## src/rtl/b4_sram_pkg.sv

```systemverilog
`timescale 1ns/1ps
package b4_sram_pkg;
    localparam int BURST_LEN  = 4;
    localparam int BEAT_SEL_W = 2;

    typedef enum logic [1:0] {
        OP_NONE  = 2'd0,
        OP_READ  = 2'd1,
        OP_WRITE = 2'd2
    } op_e;

    // read wins when both strobes are present
    function automatic op_e decode_op(input logic rd, input logic wr);
        if (rd) return OP_READ;
        if (wr) return OP_WRITE;
        return OP_NONE;
    endfunction
endpackage

```

## src/rtl/b4_cmd_ctrl.sv

```systemverilog
`timescale 1ns/1ps
module b4_cmd_ctrl
    import b4_sram_pkg::*;
#(
    parameter int ROW_W = 3
) (
    input  logic             clk,
    input  logic             rst,
    input  logic             rd_en_i,
    input  logic             wr_en_i,
    input  logic [ROW_W-1:0] row_i,
    output logic             busy_o,
    output logic             rd_go_o,
    output logic             wr_go_o,
    output logic [ROW_W-1:0] go_row_o,
    output logic             err_o
);
    op_e  op;
    logic req, accept, bad;

    always_comb begin
        op     = decode_op(rd_en_i, wr_en_i);
        req    = (op != OP_NONE);
        accept = req && !busy_o;
        bad    = (req && busy_o) || (rd_en_i && wr_en_i);
    end

    always_ff @(posedge clk) begin
        if (rst) begin
            busy_o   <= 1'b0;
            rd_go_o  <= 1'b0;
            wr_go_o  <= 1'b0;
            go_row_o <= '0;
            err_o    <= 1'b0;
        end else begin
            busy_o  <= accept;
            rd_go_o <= accept && (op == OP_READ);
            wr_go_o <= accept && (op == OP_WRITE);
            if (accept) go_row_o <= row_i;
            if (bad)    err_o    <= 1'b1;
        end
    end
endmodule

```

## src/rtl/b4_write_buf.sv

```systemverilog
`timescale 1ns/1ps
module b4_write_buf
    import b4_sram_pkg::*;
#(
    parameter int ROW_W  = 3,
    parameter int LANES  = 2,
    parameter int LANE_W = 8,
    localparam int DW    = LANES * LANE_W
) (
    input  logic                                clk,
    input  logic                                rst,
    input  logic                                wr_go_i,
    input  logic [ROW_W-1:0]                    row_i,
    input  logic [DW-1:0]                       wd_rise_i,
    input  logic [DW-1:0]                       wd_fall_i,
    input  logic [LANES-1:0]                    be_rise_i,
    input  logic [LANES-1:0]                    be_fall_i,
    output logic                                commit_o,
    output logic [ROW_W-1:0]                    commit_row_o,
    output logic [BURST_LEN-1:0][DW-1:0]        commit_data_o,
    output logic [BURST_LEN-1:0][LANES-1:0]     commit_be_o
);
    logic                 stage_vld;
    logic [ROW_W-1:0]     stage_row;
    logic [1:0][DW-1:0]   stage_data;
    logic [1:0][LANES-1:0] stage_be;

    always_ff @(posedge clk) begin
        if (rst) begin
            stage_vld     <= 1'b0;
            stage_row     <= '0;
            stage_data    <= '0;
            stage_be      <= '0;
            commit_o      <= 1'b0;
            commit_row_o  <= '0;
            commit_data_o <= '0;
            commit_be_o   <= '0;
        end else begin
            stage_vld <= wr_go_i;
            if (wr_go_i) begin
                stage_row     <= row_i;
                stage_data[0] <= wd_rise_i;
                stage_data[1] <= wd_fall_i;
                stage_be[0]   <= be_rise_i;
                stage_be[1]   <= be_fall_i;
            end
            commit_o <= stage_vld;
            if (stage_vld) begin
                commit_row_o     <= stage_row;
                commit_data_o[0] <= stage_data[0];
                commit_data_o[1] <= stage_data[1];
                commit_data_o[2] <= wd_rise_i;
                commit_data_o[3] <= wd_fall_i;
                commit_be_o[0]   <= stage_be[0];
                commit_be_o[1]   <= stage_be[1];
                commit_be_o[2]   <= be_rise_i;
                commit_be_o[3]   <= be_fall_i;
            end
        end
    end
endmodule

```

## src/rtl/b4_store.sv

```systemverilog
`timescale 1ns/1ps
module b4_store
    import b4_sram_pkg::*;
#(
    parameter int ROW_W  = 3,
    parameter int LANES  = 2,
    parameter int LANE_W = 8,
    localparam int DW    = LANES * LANE_W,
    localparam int DEPTH = BURST_LEN << ROW_W
) (
    input  logic                            clk,
    input  logic                            rst,
    input  logic                            we_i,
    input  logic [ROW_W-1:0]                wrow_i,
    input  logic [BURST_LEN-1:0][DW-1:0]    wdata_i,
    input  logic [BURST_LEN-1:0][LANES-1:0] wbe_i,
    input  logic [ROW_W-1:0]                rrow_i,
    input  logic                            rhi_i,
    output logic [DW-1:0]                   rword_even_o,
    output logic [DW-1:0]                   rword_odd_o
);
    logic [DW-1:0] mem [DEPTH];

    always_ff @(posedge clk) begin
        if (rst) begin
            for (int w = 0; w < DEPTH; w++) mem[w] <= '0;
        end else if (we_i) begin
            for (int bt = 0; bt < BURST_LEN; bt++) begin
                for (int ln = 0; ln < LANES; ln++) begin
                    if (wbe_i[bt][ln])
                        mem[{wrow_i, BEAT_SEL_W'(bt)}][ln*LANE_W +: LANE_W]
                            <= wdata_i[bt][ln*LANE_W +: LANE_W];
                end
            end
        end
    end

    assign rword_even_o = mem[{rrow_i, rhi_i, 1'b0}];
    assign rword_odd_o  = mem[{rrow_i, rhi_i, 1'b1}];
endmodule

```

## src/rtl/b4_read_port.sv

```systemverilog
`timescale 1ns/1ps
module b4_read_port
    import b4_sram_pkg::*;
#(
    parameter int ROW_W  = 3,
    parameter int LANES  = 2,
    parameter int LANE_W = 8,
    localparam int DW    = LANES * LANE_W
) (
    input  logic                            clk,
    input  logic                            rst,
    input  logic                            rd_go_i,
    input  logic [ROW_W-1:0]                go_row_i,
    input  logic [DW-1:0]                   mem_even_i,
    input  logic [DW-1:0]                   mem_odd_i,
    input  logic                            buf_vld_i,
    input  logic [ROW_W-1:0]                buf_row_i,
    input  logic [BURST_LEN-1:0][DW-1:0]    buf_data_i,
    input  logic [BURST_LEN-1:0][LANES-1:0] buf_be_i,
    output logic [ROW_W-1:0]                sel_row_o,
    output logic                            sel_hi_o,
    output logic [DW-1:0]                   rdata_rise_o,
    output logic [DW-1:0]                   rdata_fall_o,
    output logic                            rvalid_o
);
    logic             tail_vld;
    logic [ROW_W-1:0] tail_row;
    logic             hit;
    logic [BEAT_SEL_W-1:0] even_beat, odd_beat;
    logic [DW-1:0]    even_m, odd_m;

    always_comb begin
        sel_hi_o  = !rd_go_i;
        sel_row_o = rd_go_i ? go_row_i : tail_row;
        hit       = buf_vld_i && (buf_row_i == sel_row_o);
        even_beat = {sel_hi_o, 1'b0};
        odd_beat  = {sel_hi_o, 1'b1};
    end

    // forward still-buffered bytes lane by lane
    for (genvar ln = 0; ln < LANES; ln++) begin : g_fwd
        assign even_m[ln*LANE_W +: LANE_W] = (hit && buf_be_i[even_beat][ln])
            ? buf_data_i[even_beat][ln*LANE_W +: LANE_W]
            : mem_even_i[ln*LANE_W +: LANE_W];
        assign odd_m[ln*LANE_W +: LANE_W] = (hit && buf_be_i[odd_beat][ln])
            ? buf_data_i[odd_beat][ln*LANE_W +: LANE_W]
            : mem_odd_i[ln*LANE_W +: LANE_W];
    end

    always_ff @(posedge clk) begin
        if (rst) begin
            tail_vld     <= 1'b0;
            tail_row     <= '0;
            rdata_rise_o <= '0;
            rdata_fall_o <= '0;
            rvalid_o     <= 1'b0;
        end else if (rd_go_i) begin
            rdata_rise_o <= even_m;
            rdata_fall_o <= odd_m;
            rvalid_o     <= 1'b1;
            tail_vld     <= 1'b1;
            tail_row     <= go_row_i;
        end else if (tail_vld) begin
            rdata_rise_o <= even_m;
            rdata_fall_o <= odd_m;
            rvalid_o     <= 1'b1;
            tail_vld     <= 1'b0;
        end else begin
            rdata_rise_o <= '0;
            rdata_fall_o <= '0;
            rvalid_o     <= 1'b0;
        end
    end
endmodule

```

## src/rtl/b4_cio_sram.sv

```systemverilog
`timescale 1ns/1ps
module b4_cio_sram
    import b4_sram_pkg::*;
#(
    parameter int ADDR_W = 5,
    parameter int LANES  = 2,
    parameter int LANE_W = 8
) (
    input  logic                    clk,
    input  logic                    rst,
    input  logic [ADDR_W-1:0]       addr_i,
    input  logic                    rd_en_i,
    input  logic                    wr_en_i,
    input  logic [LANES*LANE_W-1:0] wdata_rise_i,
    input  logic [LANES*LANE_W-1:0] wdata_fall_i,
    input  logic [LANES-1:0]        wbe_rise_i,
    input  logic [LANES-1:0]        wbe_fall_i,
    output logic [LANES*LANE_W-1:0] rdata_rise_o,
    output logic [LANES*LANE_W-1:0] rdata_fall_o,
    output logic                    rvalid_o,
    output logic                    proto_err_o
);
    localparam int ROW_W = ADDR_W - BEAT_SEL_W;
    localparam int DW    = LANES * LANE_W;

    logic [BEAT_SEL_W-1:0] addr_low_unused;
    logic                  busy_w, rd_go_w, wr_go_w;
    logic [ROW_W-1:0]      go_row_w, sel_row_w, cm_row_w;
    logic                  sel_hi_w, cm_vld_w;
    logic [BURST_LEN-1:0][DW-1:0]    cm_data_w;
    logic [BURST_LEN-1:0][LANES-1:0] cm_be_w;
    logic [DW-1:0]         mem_even_w, mem_odd_w;

    assign addr_low_unused = addr_i[BEAT_SEL_W-1:0];

    b4_cmd_ctrl #(.ROW_W(ROW_W)) u_cmd (
        .clk(clk), .rst(rst),
        .rd_en_i(rd_en_i), .wr_en_i(wr_en_i),
        .row_i(addr_i[ADDR_W-1:BEAT_SEL_W]),
        .busy_o(busy_w), .rd_go_o(rd_go_w), .wr_go_o(wr_go_w),
        .go_row_o(go_row_w), .err_o(proto_err_o)
    );

    b4_write_buf #(.ROW_W(ROW_W), .LANES(LANES), .LANE_W(LANE_W)) u_wbuf (
        .clk(clk), .rst(rst),
        .wr_go_i(wr_go_w), .row_i(go_row_w),
        .wd_rise_i(wdata_rise_i), .wd_fall_i(wdata_fall_i),
        .be_rise_i(wbe_rise_i), .be_fall_i(wbe_fall_i),
        .commit_o(cm_vld_w), .commit_row_o(cm_row_w),
        .commit_data_o(cm_data_w), .commit_be_o(cm_be_w)
    );

    b4_store #(.ROW_W(ROW_W), .LANES(LANES), .LANE_W(LANE_W)) u_store (
        .clk(clk), .rst(rst),
        .we_i(cm_vld_w), .wrow_i(cm_row_w),
        .wdata_i(cm_data_w), .wbe_i(cm_be_w),
        .rrow_i(sel_row_w), .rhi_i(sel_hi_w),
        .rword_even_o(mem_even_w), .rword_odd_o(mem_odd_w)
    );

    b4_read_port #(.ROW_W(ROW_W), .LANES(LANES), .LANE_W(LANE_W)) u_rd (
        .clk(clk), .rst(rst),
        .rd_go_i(rd_go_w), .go_row_i(go_row_w),
        .mem_even_i(mem_even_w), .mem_odd_i(mem_odd_w),
        .buf_vld_i(cm_vld_w), .buf_row_i(cm_row_w),
        .buf_data_i(cm_data_w), .buf_be_i(cm_be_w),
        .sel_row_o(sel_row_w), .sel_hi_o(sel_hi_w),
        .rdata_rise_o(rdata_rise_o), .rdata_fall_o(rdata_fall_o),
        .rvalid_o(rvalid_o)
    );
endmodule

```

## config.mk

```make
export PLATFORM = sky130hd
export DESIGN_NAME = b4_cio_sram
export DESIGN_NICKNAME = d
export VERILOG_FILES = /design/src/rtl/b4_sram_pkg.sv /design/src/rtl/b4_cmd_ctrl.sv /design/src/rtl/b4_write_buf.sv /design/src/rtl/b4_store.sv /design/src/rtl/b4_read_port.sv /design/src/rtl/b4_cio_sram.sv
export SDC_FILE = /design/constraint.sdc
export NUM_CORES = 1
export LEC_CHECK = 0
export BUFFER_PORTS_ARGS = -buffer_cell sky130_fd_sc_hd__buf_2
export CAP_MARGIN = 20
export CORE_UTILIZATION = 45
export CTS_BUF_LIST = sky130_fd_sc_hd__clkbuf_8
export DETAILED_ROUTE_END_ITERATION = 6
export PLACE_DENSITY = 0.67
export SLEW_MARGIN = 10
export SYNTH_ARGS = -nofsm -noshare
export SYNTH_HDL_FRONTEND = slang
export SYNTH_SLANG_ARGS = --single-unit
```

## constraint.sdc

```tcl
create_clock -name clk -period 1.8 [get_ports clk]
set_input_delay 0.36 -clock clk [delete_from_list [all_inputs] [get_ports clk]]
set_output_delay 0.36 -clock clk [all_outputs]
set_load 0.01 [all_outputs]
```

# Word level (Yosys, flattened, before mapping)
# Memory sizes are Yosys's and may differ from the RTL's.
# Index checks and enable logic that the tools add are counted.
dict set report classes {
  magnitude_cmp 2
  eq_ne 3
  n_reduce_logical 18
  muxes 73
}
# op n
set ops {}
lappend ops {{2-to-1 mux 16 bit} 12}
lappend ops {{OR reduction 16 bit} 4}
lappend ops {{2-to-1 mux 1 bit} 40}
lappend ops {{2-to-1 mux 8 bit} 4}
lappend ops {{2-to-1 mux 2 bit} 12}
lappend ops {{2-to-1 mux 5 bit} 4}
lappend ops {{logical AND 1 bit} 10}
lappend ops {{< comparator 2 x 3 -> 1 bit, second input constant} 2}
lappend ops {{== test 3 bit} 1}
lappend ops {{2-to-1 mux 3 bit} 1}
lappend ops {{== test 2 x 1 -> 1 bit, second input constant} 1}
lappend ops {{== test 2 bit, second input constant} 1}
lappend ops {{zero test 1 bit} 2}
lappend ops {{nonzero test 2 bit} 1}
lappend ops {{logical OR 1 bit} 1}
dict set report totals {
  n_memories 1
  in_bits 45
  register_bits 160
  out_inout_bits 34
  wordCells 123
  ramBits 512
}
# memory depth width rd rd_clocked_by_memory_dff wr line_no
set memory_table {}
lappend memory_table {u_store.mem 32 16 2 0 32 b4_store.sv:22} ;# logic [DW-1:0] mem [DEPTH];

# Logic depth before layout (Yosys ltp)
dict set report depth {
  ltp_word 7
  ltp_mapped 8
  depth_no_buf 5
}

# By module
# Synthesis repeated with hierarchy kept, for this count alone.
dict set report hier_totals {
  cells_unflattened 2069
  area_unflattened_um2 29557.1
}
# mod seq_area_each_um2 cells_per_inst instances area_per_inst_um2
set by_module_without_submodules {}
lappend by_module_without_submodules {b4_store 15374.7 1460 1 23149.7}
lappend by_module_without_submodules {b4_write_buf 2322.2 373 1 4121.5}
lappend by_module_without_submodules {b4_read_port 740.7 211 1 2013.2}
lappend by_module_without_submodules {b4_cmd_ctrl 140.1 25 1 272.8}

# Least setup slack after synthesis
# OpenSTA, ideal clock, no wires.
dict set report synth_timing {
  kind {reg-to-reg}
  startpoint {reg u_wbuf.commit_row_o[0]}
  endpoint {mem u_store.mem[2][0] (netlist bit), enable pin}
  t_arrival_ns 1.653
  path_stages_with_launch 6
  period_less_slack_ns 1.962
  path_buffers 2
  required_time_ns 1.491
  setup_ns 0.309
  setup_slack_ns -0.162
  cell_sequence {dfxtp_1 clkbuf_1 or3b_2 clkbuf_1 nor2_1 or2_2}
}
# item line_no
set synth_lines {}
lappend synth_lines {{from (decl)} b4_write_buf.sv:19} ;# output logic [ROW_W-1:0] commit_row_o,
lappend synth_lines {{from (signal assigned)} b4_write_buf.sv:49} ;# commit_row_o <= stage_row;
lappend synth_lines {{to (decl)} b4_store.sv:22}

# Worst setup path in the final report
dict set report layout_timing {
  startpoint {reg u_cmd.rd_go_o}
  endpoint {reg u_rd.rdata_rise_o[0]}
}
dict set report layout_via {
  elab_chain_cells 7
  word_cells_on_any_way 13
  cone_classes {eq/ne (1); mux (8); reduce/logical (3); memory (1)}
}
# item line_no
set layout_rtl {}
lappend layout_rtl {{from (decl)} b4_cmd_ctrl.sv:13} ;# output logic rd_go_o,
lappend layout_rtl {{from (signal assigned)} b4_cmd_ctrl.sv:37} ;# rd_go_o <= accept && (op == OP_READ);
lappend layout_rtl {{branches (longest 6 deep; another with memory (32 x 16 bit))} n/a}
lappend layout_rtl {{2-to-1 mux 16 bit (*)} b4_read_port.sv:57} ;# end else if (rd_go_i) begin
lappend layout_rtl {{to (signal assigned)} b4_read_port.sv:58} ;# rdata_rise_o <= even_m;
lappend layout_rtl {{to (signal assigned)} b4_read_port.sv:64} ;# rdata_rise_o <= even_m;
lappend layout_rtl {{to (decl)} b4_read_port.sv:22} ;# output logic [DW-1:0] rdata_rise_o,
# Mark *: on every way between the ends. The select of a mux whose other input is x is not followed.
# A chain may end at the register's enable or synchronous reset.

==> metrics.md <==
| Metric | Value |
|---|---|
| Clk_lat worst skew | `a little over 0.7 ns` |
| R2R setup slack | `-0.13 ns` |
| Crit Path Class | `flop to flop` |
| # IOs | `around 80` |
| Total Routed Length | `about 75 mm` |
| Die area | `65800 sq um` |
| Total Neg Setup Slack | `-2.94 ns` |
| Clk buf depth | `3` |
| First-pass GRT wire length | `roughly 110 mm` |
| WP buf/inv | `2` |
| RR Endpoint | `u_rd.rdata_rise_o[0]` |
| Grt total ovfl | `0` |
| Clk sink count | `672` |
| Root buffer cell | `clkbuf_8` |
| GRT Util Overall | `0.227` |
| Number of global-route vias before repair | `roughly 19k` |
| Worst-path maximum fanout | `16` |
| Yosys Warn Count | `0` |
| Xor and xnor area share after synthesis | `0.000901` |
| Fmax | `517 MHz` |
| Violated checks | `negative setup slack` |
| Vias | `18.7k` |
| Cell area after layout | `34800 sq um` |
| Final Hold Fails | `0` |
| Fillers | `5297` |
| Final setup violation count | `32` |
| Power per cell area | `911 nW/um^2` |
| Fin crit share | `1.07` |
| Worst setup margin | `-0.134 ns` |
| #FFs+latches synth | `672` |
| Row cnt | `92` |
| First-iteration detailed-routing DRC count | `1435` |
| Gp weighted congestion | `roughly 0.85` |
| H-tree depth | `3` |
| Fin. max-slew vios | `0` |
| Area post-placement | `31800 sq um` |
| Post-Syn Nets | `2280` |
| Antenna Nets Post-Route | `0` |
| Port bufs | `76` |
| Worst slew pin tran | `0.543 ns` |
| Complex-gate fraction of the synthesized area | `0.0385` |
| Pre-CTS setup slack | `-0.244 ns` |
| Area grow syn2layout | `19.3%` |
| Relative slew slack | `0.637` |
| Post-Syn Area | `29200 sq um` |
| Skew final | `around 0.028 ns` |
| Layout cell share with drive strength beyond 1 | `0.223` |
| Unique cell type count in the Yosys netlist | `29` |
| Top cells by area, synth | `edfxtp_1 53%, mux2i_1 13%, and2_1 11%` |
| Vias per cell | `5.41` |
| Largest net degree at the start of global routing | `95` |
| Clock transition at path regs | `0.06 ns` |
| Reg2Reg Depth | `6` |
| Largest family of logic cells by synthesized area | `simple AND/OR/NAND/NOR gates` |
| Core footprint | `63500 sq um` |
| Initial antenna violation count | `0` |
| Seq/Total Area, Yosys | `0.637` |
| Worst-path cell with the longest stage delay | `or3b_2` |
| Status | `complete, but fails checks` |
| Kind of end point of the critical path | `flop` |
| Hold WC Path Type | `primary input to flop` |
| Post-synthesis mux area share | `0.143` |
| Cell taking the most area after synthesis | `edfxtp_1` |
| DP HPWL | `50.5 mm` |
| Hold Path Origin | `wdata_fall_i[13]` |
| CP max stage delay | `0.51 ns` |
| Hold Path Depth | `4` |
| Synthesized area per cell | `13.0 sq um` |
| Commonest non-fill, non-tap cells in the layout | `512 x and2_1, 512 x edfxtp_1, 371 x mux2i_1` |
| Post-synth top area share | `0.527` |
| Post-layout min period | `1.93 ns` |
| Initial DRT Pass Iterations | `6` |
| Cts bufs inserted | `110` |
| Die width | `257 um` |
| MaxCap Viol Count | `0` |
| Pleak | `12.7 nW` |
| CP cell instances | `buf_6 -> or3b_2 -> buf_12 -> o22ai_1 -> nor4_1 -> a21oi_1` |
| Vert. Die Dim | `257 um` |
| Post-synthesis adder-cell area fraction | `0.000343` |
| WHS | `0.431 ns` |
| CP delay by family, top | `simple AND/OR/NAND/NOR gates` |
| Residual DRC count | `0` |
| Peak supply drop | `approximately 620 uV` |
| Critical path arrival | `between 2 and 3 ns` |
| WL per Instance | `21.6 um` |
| CP Data Required Time | `2.44 ns` |
| CTS tree | `built` |
| Fin nets | `2565` |
| Simple-gate area share of the yosys netlist | `0.163` |
| FF-to-FF Start | `u_cmd.rd_go_o` |
| RSZ-0062 raised after global routing | `yes` |
| Cells after Synth | `2235` |
| Initial core utilization | `0.459` |
| Design Power | `between 30 and 40 mW` |
| Hold Crit Endpoint | `u_wbuf.commit_data_o[61]` |
| Worst setup SP type | `flop` |
worst register-to-register path: stages, from the launching register on:
cell and delay, ns:
dfxtp_4 0.42, buf_6 0.21, or3b_2 0.51, buf_12 0.18, o22ai_1 0.25, nor4_1 0.12, a21oi_1 0.18
synthesized netlist by cell type:
cell type / number
maj3_1: 1
or2_2: 65
nor3b_1: 1
o21ai_0: 24
buf_1: 11
nor4_1: 32
buf_6: 4
nor2_1: 191
a21oi_1: 32
or4_1: 4
nand2_1: 14
o22ai_1: 128
nor2b_1: 4
clkbuf_1: 81
nand3b_1: 6
buf_2: 19
o21ai_1: 8
or3_1: 2
edfxtp_1: 512
dfxtp_1: 160
xnor2_1: 3
mux2i_1: 376
nand3_1: 2
nor3_1: 1
nor4b_1: 1
and2_1: 512
buf_4: 1
or3b_2: 4
mux2_2: 36
logic make-up after synthesis:
family,after synthesis
simple gates,839
flops,672
mux,412
compound gates,192
buf+inv,116
xor+xnor,3
fa+ha+maj,1
how the worst max path moves through the flow:
stage,start,to,slack [ns],depth (start not counted)
finish,u_cmd.rd_go_o,u_rd.rdata_rise_o[0],-0.13,6
CTS,u_cmd.rd_go_o,u_rd.rdata_fall_o[0],-0.09,6
global route,u_cmd.rd_go_o,u_rd.rdata_rise_o[0],-0.21,6
detailed placement,rst,u_store.mem[15][28],-0.24,6
global placement,rst,u_store.mem[3][26],-0.18,6
floorplan,u_cmd.go_row_o[0],u_rd.rdata_fall_o[8],-0.05,7
flip-flops by register name, summed over array words and instances (netlist names), 4 cells and up:
| signal | cells |
|---|---|
| u_wbuf.commit_data_o | 64 |
| u_rd.rdata_fall_o | 16 |
| u_rd.rdata_rise_o | 16 |
| u_wbuf.stage_be | 4 |
| u_wbuf.commit_be_o | 8 |
| u_wbuf.stage_data | 32 |
| u_store.mem | 512 |
through the flow:
step | util | instances
6_report | 0.547 | 3461
3_5_place_dp | 0.500 | 3209
3_3_place_gp | 0.500 | 3209
5_1_grt | 0.547 | 3460
2_1_floorplan | - | 2235
4_1_cts | 0.546 | 3460
metal layers:
metal | vias to the layer above | share of wire | GRT usage
met2 | 628 | 0.47 | 0.366
met4 | 0 | 0.032 | 0.0848
li1 | 8671 | - | -
met3 | 160 | 0.064 | 0.0455
met5 | - | 0 | 0
met1 | 9266 | 0.43 | 0.304
timing repair:
item	4_1_cts	5_1_grt
setup buffers	2	0
hold buffers	43	0
endpoints found under the hold margin	78	0
resized for setup	86	30
gates cloned	1	0
pin swaps	4	3
setup endpoints to repair	184	249
area by class of cell:
cell class | instances | area [sq um] | area share
antenna | 1 | 2.50 | 0.0000719
clock buffer | 123 | 1690 | 0.0487
clock inverter | 83 | 405 | 0.0117
multi-input combinational | 1447 | 10500 | 0.302
sequential | 672 | 18600 | 0.535
tap | 846 | 1060 | 0.0304
timing repair buffer | 289 | 2510 | 0.0722
where the power goes:
group	internal, mW	total, mW	switching, mW
logic	0.745	1.77	1.03
registers	17.1	17.3	0.221
clock network	6.55	12.6	6.07
(Power assumes the default switching activity.)
